## src/rtl/dit_pkg.sv

```systemverilog
package dit_pkg;
   // Register address decode
   typedef enum logic {
      ADDR_CTRL = 1'b0,
      ADDR_MASK = 1'b1
   } dit_addr_e;

   // Channel mode bit
   typedef enum logic {
      MODE_HOLD = 1'b0,
      MODE_RUN  = 1'b1
   } dit_mode_e;

   // Interrupt action bit
   typedef enum logic {
      ACT_KEEP  = 1'b0,
      ACT_CLEAR = 1'b1
   } dit_act_e;
endpackage

```

## src/rtl/dit_tick_mux.sv

```systemverilog
module dit_tick_mux #(
   parameter int SEL_W = 2
) (
   input  logic [(1<<SEL_W)-1:0] src,
   input  logic [SEL_W-1:0]      sel,
   output logic                  tick
);
   localparam int NSRC = 1 << SEL_W;

   generate
      if (NSRC == 2) begin : g_pair
         assign tick = sel[0] ? src[1] : src[0];
      end else begin : g_wide
         always_comb begin
            tick = 1'b0;
            for (int i = 0; i < NSRC; i++) begin
               if (sel == SEL_W'(i)) tick = src[i];
            end
         end
      end
   endgenerate
endmodule

```

## src/rtl/dit_channel.sv

```systemverilog
module dit_channel
   import dit_pkg::*;
#(
   parameter int DIV_W = 8,
   parameter int SEL_W = 2
) (
   input  logic                  clk,
   input  logic                  rst_n,
   input  logic [(1<<SEL_W)-1:0] ticks,
   input  logic                  cfg_we,
   input  logic [DIV_W-1:0]      cfg_div,
   input  logic                  cfg_run,
   input  logic                  cfg_clr,
   input  logic [SEL_W-1:0]      cfg_sel,
   output logic [DIV_W-1:0]      count,
   output logic                  pending
);
   localparam logic [DIV_W-1:0] ONE = {{(DIV_W-1){1'b0}}, 1'b1};

   logic [DIV_W-1:0] div_q, cnt_q, cnt_d;
   dit_mode_e        mode_q, mode_eff;
   logic [SEL_W-1:0] sel_q, sel_eff;
   logic [DIV_W-1:0] div_eff;
   logic             pend_q, tick_sel, expire, clr_req;

   // A write takes effect in the same cycle's evaluation
   assign div_eff  = cfg_we ? cfg_div : div_q;
   assign mode_eff = cfg_we ? dit_mode_e'(cfg_run) : mode_q;
   assign sel_eff  = cfg_we ? cfg_sel : sel_q;
   assign clr_req  = cfg_we && (dit_act_e'(cfg_clr) == ACT_CLEAR);

   dit_tick_mux #(.SEL_W(SEL_W)) u_mux (
      .src  (ticks),
      .sel  (sel_eff),
      .tick (tick_sel)
   );

   assign expire = (mode_eff == MODE_RUN) && tick_sel && (cnt_q == ONE);

   always_comb begin
      if (mode_eff == MODE_HOLD)  cnt_d = div_eff;
      else if (!tick_sel)         cnt_d = cnt_q;
      else if (cnt_q == ONE)      cnt_d = div_eff;
      else                        cnt_d = cnt_q - ONE;
   end

   always_ff @(posedge clk) begin
      if (!rst_n) begin
         div_q  <= '0;
         mode_q <= MODE_HOLD;
         sel_q  <= '0;
         cnt_q  <= '0;
         pend_q <= 1'b0;
      end else begin
         if (cfg_we) begin
            div_q  <= cfg_div;
            mode_q <= dit_mode_e'(cfg_run);
            sel_q  <= cfg_sel;
         end
         cnt_q  <= cnt_d;
         pend_q <= expire | (pend_q & ~clr_req);
      end
   end

   assign count   = cnt_q;
   assign pending = pend_q;
endmodule

```

## src/rtl/dit_irq_gate.sv

```systemverilog
module dit_irq_gate #(
   parameter int NUM_CH = 2
) (
   input  logic              clk,
   input  logic              rst_n,
   input  logic              mask_we,
   input  logic [NUM_CH-1:0] mask_bits,
   input  logic [NUM_CH-1:0] pending,
   output logic              irq
);
   logic [NUM_CH-1:0] mask_q;

   always_ff @(posedge clk) begin
      if (!rst_n)       mask_q <= '0;
      else if (mask_we) mask_q <= mask_q | mask_bits;
   end

   assign irq = |(pending & mask_q);
endmodule

```

## src/rtl/dual_interval_timer.sv

```systemverilog
module dual_interval_timer
   import dit_pkg::*;
#(
   parameter int NUM_CH = 2,
   parameter int DIV_W  = 8,
   parameter int SEL_W  = 2,
   localparam int FIELD_W = DIV_W + 2 + SEL_W,
   localparam int CTRL_W  = NUM_CH * FIELD_W,
   localparam int NSRC    = 1 << SEL_W
) (
   input  logic              clk,
   input  logic              rst_n,
   input  logic [NSRC-1:0]   tick_src,
   input  logic              reg_wr,
   input  logic              reg_addr,
   input  logic [CTRL_W-1:0] reg_wdata,
   output logic [DIV_W-1:0]  live_count,
   output logic [NUM_CH-1:0] irq_pending,
   output logic              irq_out
);
   localparam int RUN_POS = DIV_W;
   localparam int CLR_POS = DIV_W + 1;
   localparam int SEL_POS = DIV_W + 2;

   generate
      if (NUM_CH < 1 || NUM_CH > 8) begin : g_bad_ch
         $error("NUM_CH must be 1..8");
      end
      if (DIV_W < 2) begin : g_bad_div
         $error("DIV_W must be at least 2");
      end
      if (SEL_W < 1 || SEL_W > 4) begin : g_bad_sel
         $error("SEL_W must be 1..4");
      end
   endgenerate

   logic ctrl_we, mask_we;
   assign ctrl_we = reg_wr && (dit_addr_e'(reg_addr) == ADDR_CTRL);
   assign mask_we = reg_wr && (dit_addr_e'(reg_addr) == ADDR_MASK);

   for (genvar ch = 0; ch < NUM_CH; ch++) begin : g_ch
      logic [FIELD_W-1:0] slice;
      logic [DIV_W-1:0]   cnt_w;
      assign slice = reg_wdata[ch*FIELD_W +: FIELD_W];

      dit_channel #(.DIV_W(DIV_W), .SEL_W(SEL_W)) u_chan (
         .clk     (clk),
         .rst_n   (rst_n),
         .ticks   (tick_src),
         .cfg_we  (ctrl_we),
         .cfg_div (slice[DIV_W-1:0]),
         .cfg_run (slice[RUN_POS]),
         .cfg_clr (slice[CLR_POS]),
         .cfg_sel (slice[SEL_POS +: SEL_W]),
         .count   (cnt_w),
         .pending (irq_pending[ch])
      );

      if (ch == 0) begin : g_live
         assign live_count = cnt_w;
      end else begin : g_hidden
         logic [DIV_W-1:0] cnt_unused;
         assign cnt_unused = cnt_w;
      end
   end

   dit_irq_gate #(.NUM_CH(NUM_CH)) u_gate (
      .clk       (clk),
      .rst_n     (rst_n),
      .mask_we   (mask_we),
      .mask_bits (reg_wdata[NUM_CH-1:0]),
      .pending   (irq_pending),
      .irq       (irq_out)
   );
endmodule

```

## config.mk

```make
export PLATFORM = sky130hd
export DESIGN_NAME = dual_interval_timer
export DESIGN_NICKNAME = d
export VERILOG_FILES = /design/src/rtl/dit_pkg.sv /design/src/rtl/dit_tick_mux.sv /design/src/rtl/dit_channel.sv /design/src/rtl/dit_irq_gate.sv /design/src/rtl/dual_interval_timer.sv
export SDC_FILE = /design/constraint.sdc
export NUM_CORES = 1
export LEC_CHECK = 0
export BUFFER_PORTS_ARGS = -buffer_cell sky130_fd_sc_hd__buf_2
export CORE_ASPECT_RATIO = 0.8
export CORE_MARGIN = 4
export CORE_UTILIZATION = 49
export DETAILED_ROUTE_END_ITERATION = 6
export PLACE_DENSITY_LB_ADDON = 0.3
export SYNTH_ARGS = -nofsm -noshare
export SYNTH_HDL_FRONTEND = slang
export SYNTH_HIERARCHICAL = 1
export SYNTH_SLANG_ARGS = --single-unit
```

## constraint.sdc

```tcl
create_clock -name clk -period 2.9 [get_ports clk]
set_input_delay 0.87 -clock clk [delete_from_list [all_inputs] [get_ports clk]]
set_output_delay 0.87 -clock clk [all_outputs]
set_load 0.01 [all_outputs]
```

==> results.txt <==
outcome = finished, final reports clean
syn_nets = 265
I/O pin count = 43
Port Buf Inserts = 42
top cells by instance count after synthesis = 42 x dfxtp_1, 30 x nor2_1, 24 x mux2i_1, 18 x a21oi_1, 14 x inv_1
Final Hold Viols = 0
skew final = 0.01213 ns
Area after DPL = 2464 um2
syn_area_per_cell = 9.343 um2
average wire per standard cell = 14.20 um
die width = 81.88 um
max cap viols = 0
worst slew pin tran = 0.7395 ns
post-route design area = 2555 um2
CP Max Fanout = 6
Routed Antenna Nets = 0
Min-Delay Path Class = reg -> reg
fraction of registers with async set/reset = 0
setup violators final = 0
number of synthesized flops with an enable pin = 0
clk sinks = 42
top cells by area, synth = dfxtp_1 39%, mux2i_1 11%, nor2_1 5.3%, a21oi_1 4.2%, mux2_2 3.2%
global router's overall resource usage = 0.1862
synthesized area = 2140 um2
Final min period = 2.635 ns
CTS Root Cell = clkbuf_8
# hold bufs at CTS = 0
Starting Density = 0.5089
area leader, netlist = dfxtp_1
CP Launch Type = input pin
worst path arrival time = 2.82 ns
Layout Nets = 313
CTS tree = done
H-tree Lvls = 2
Congestion Overflow GR = 0
CTS max path bufs = 2
post-cts repair resize count = 0
count leader, synth = dfxtp_1
Chip Height = 67.10 um
Detail Placement HPWL = 3484 um
via count = 1840
layout cells sized above 1 = 0.2806
TritonCTS Buffers = 5
vias in the first global route = 1648
Synth Flop Type = dfxtp_1
Yosys top cell area share = 0.3930
cells after synthesis = 229
P&R area growth vs syn = 19.42%
total power = 1.392 mW
die area = 5494 um2
Final GP Congestion = 0.8904
first-pass GRT wire length = 7928 um
crit path kind = in -> reg
Routed WL = 4758 um
Core Region = 4204 um2
Via density = 5.493
initial antenna violation count = 0
Max VDD drop = 323.2 uV
fmax = 379.5 MHz
Worst EP required = 3.08 ns
Skew-Pair Late Insertion Delay = 0.29 ns
1st-iter DRT viols = 224
post-route DRC violation count = 0
Max transition margin = 0.5043
RSZ-0062 raised after global routing = no
Setup TNS = 0 ns
Max Slew Vio Count = 0
YS warnings = 6
Setup Fix Bufs, Post-CTS = 0
Cell Pwr Density = 544.8 nW/um2
Leak = 1.097 nW
clock slew at reported path FFs = 0.08 ns
ant diodes = 0
fin crit share = 0.9085
post-synthesis sequential area ratio = 0.3930
Yosys cell types = 40
critical path endpoint category = flop
largest net degree at the start of global routing = 25
number of synthesized register bits = 42
Rows = 21
First-pass DRT Iterations = 4
## sequential cells by signal (all words and copies together), names as in the netlist
register,flops
g_ch.u_chan/mode_q,2
g_ch.u_chan/count,16
g_ch.u_chan/div_q,16
g_ch.u_chan/pending,2
g_ch.u_chan/sel_q,4
u_gate/mask_q,2
## through the flow
stage | util | cells | hold WS (ns) | setup WS, ns
2_1_floorplan | - | 229 | 0.4491 | 0.01772
4_1_cts | 0.6077 | 335 | 0.4810 | 0.2888
5_1_grt | 0.6077 | 335 | 0.4994 | 0.2246
3_5_place_dp | 0.5860 | 327 | 0.4687 | -0.007233
6_report | 0.6077 | 335 | 0.4770 | 0.2652
3_3_place_gp | 0.5860 | 327 | 0.4608 | 0.04266
## layout make-up
class                      count  area, um2
clock buffer                   7      86.33
clock inverter                 1      5.005
fill                         387       1649
inverter                      14      52.55
multi-input combinational    165       1236
sequential                    42      840.8
tap                           57      71.32
timing repair buffer          49      262.8
## logic make-up (layout without fill, tap and decap cells)
logic type | after synthesis | count (layout) | share of synthesized area
and+or+nand+nor | 76 | 76 | 0.1982
DFF | 42 | 42 | 0.3930
muxes | 32 | 32 | 0.1649
buffers and inverters | 22 | 71 | 0.04093
AOI/OAI and AO/OA | 53 | 53 | 0.1795
adders and majority gates | 4 | 4 | 0.02339
## placed cells by master, fill, tap and decap left out, drive strengths merged, types with 7 or more instances in the layout
| cell type | count |
|---|---|
| inv | 14 |
| nor2 | 30 |
| a21oi | 20 |
| mux2i | 24 |
| nand2 | 12 |
| dfxtp | 42 |
| buf | 49 |
| clkbuf | 7 |
## critical path: stages
cell	delay (ns)
buf_2	0.10
and2b_2	0.32
mux2_4	0.33
mux4_2	0.34
or4b_4	0.47
a211oi_2	0.20
a21oi_1	0.06
o32ai_1	0.13
## where the power goes
| part | switching [mW] | internal [mW] |
|---|---|---|
| registers | 0.0401 | 0.616 |
| clock network | 0.190 | 0.192 |
| logic | 0.191 | 0.162 |
| total | 0.421 | 0.971 |
## final timing paths
check | cells after the start | start | endpoint | slack, ns
max | 8 | reg_addr | g_ch[0].u_chan/count[3] | 0.27
min | 2 | g_ch[0].u_chan/pending | g_ch[0].u_chan/pending | 0.48
max reg2reg | 5 | g_ch[0].u_chan/count[0] | g_ch[0].u_chan/count[3] | 0.99
min reg2reg | 2 | g_ch[0].u_chan/pending | g_ch[0].u_chan/pending | 0.48
## routing by layer
layer  GRT usage  vias to the layer above  part of all wire
met5           0                        -                 0
met4     0.04979                        0            0.0053
met3     0.03784                        2             0.075
met2      0.2460                       62              0.40
met1      0.2971                      847              0.52
li1            -                      929                 -
(Power assumes the default switching activity.)
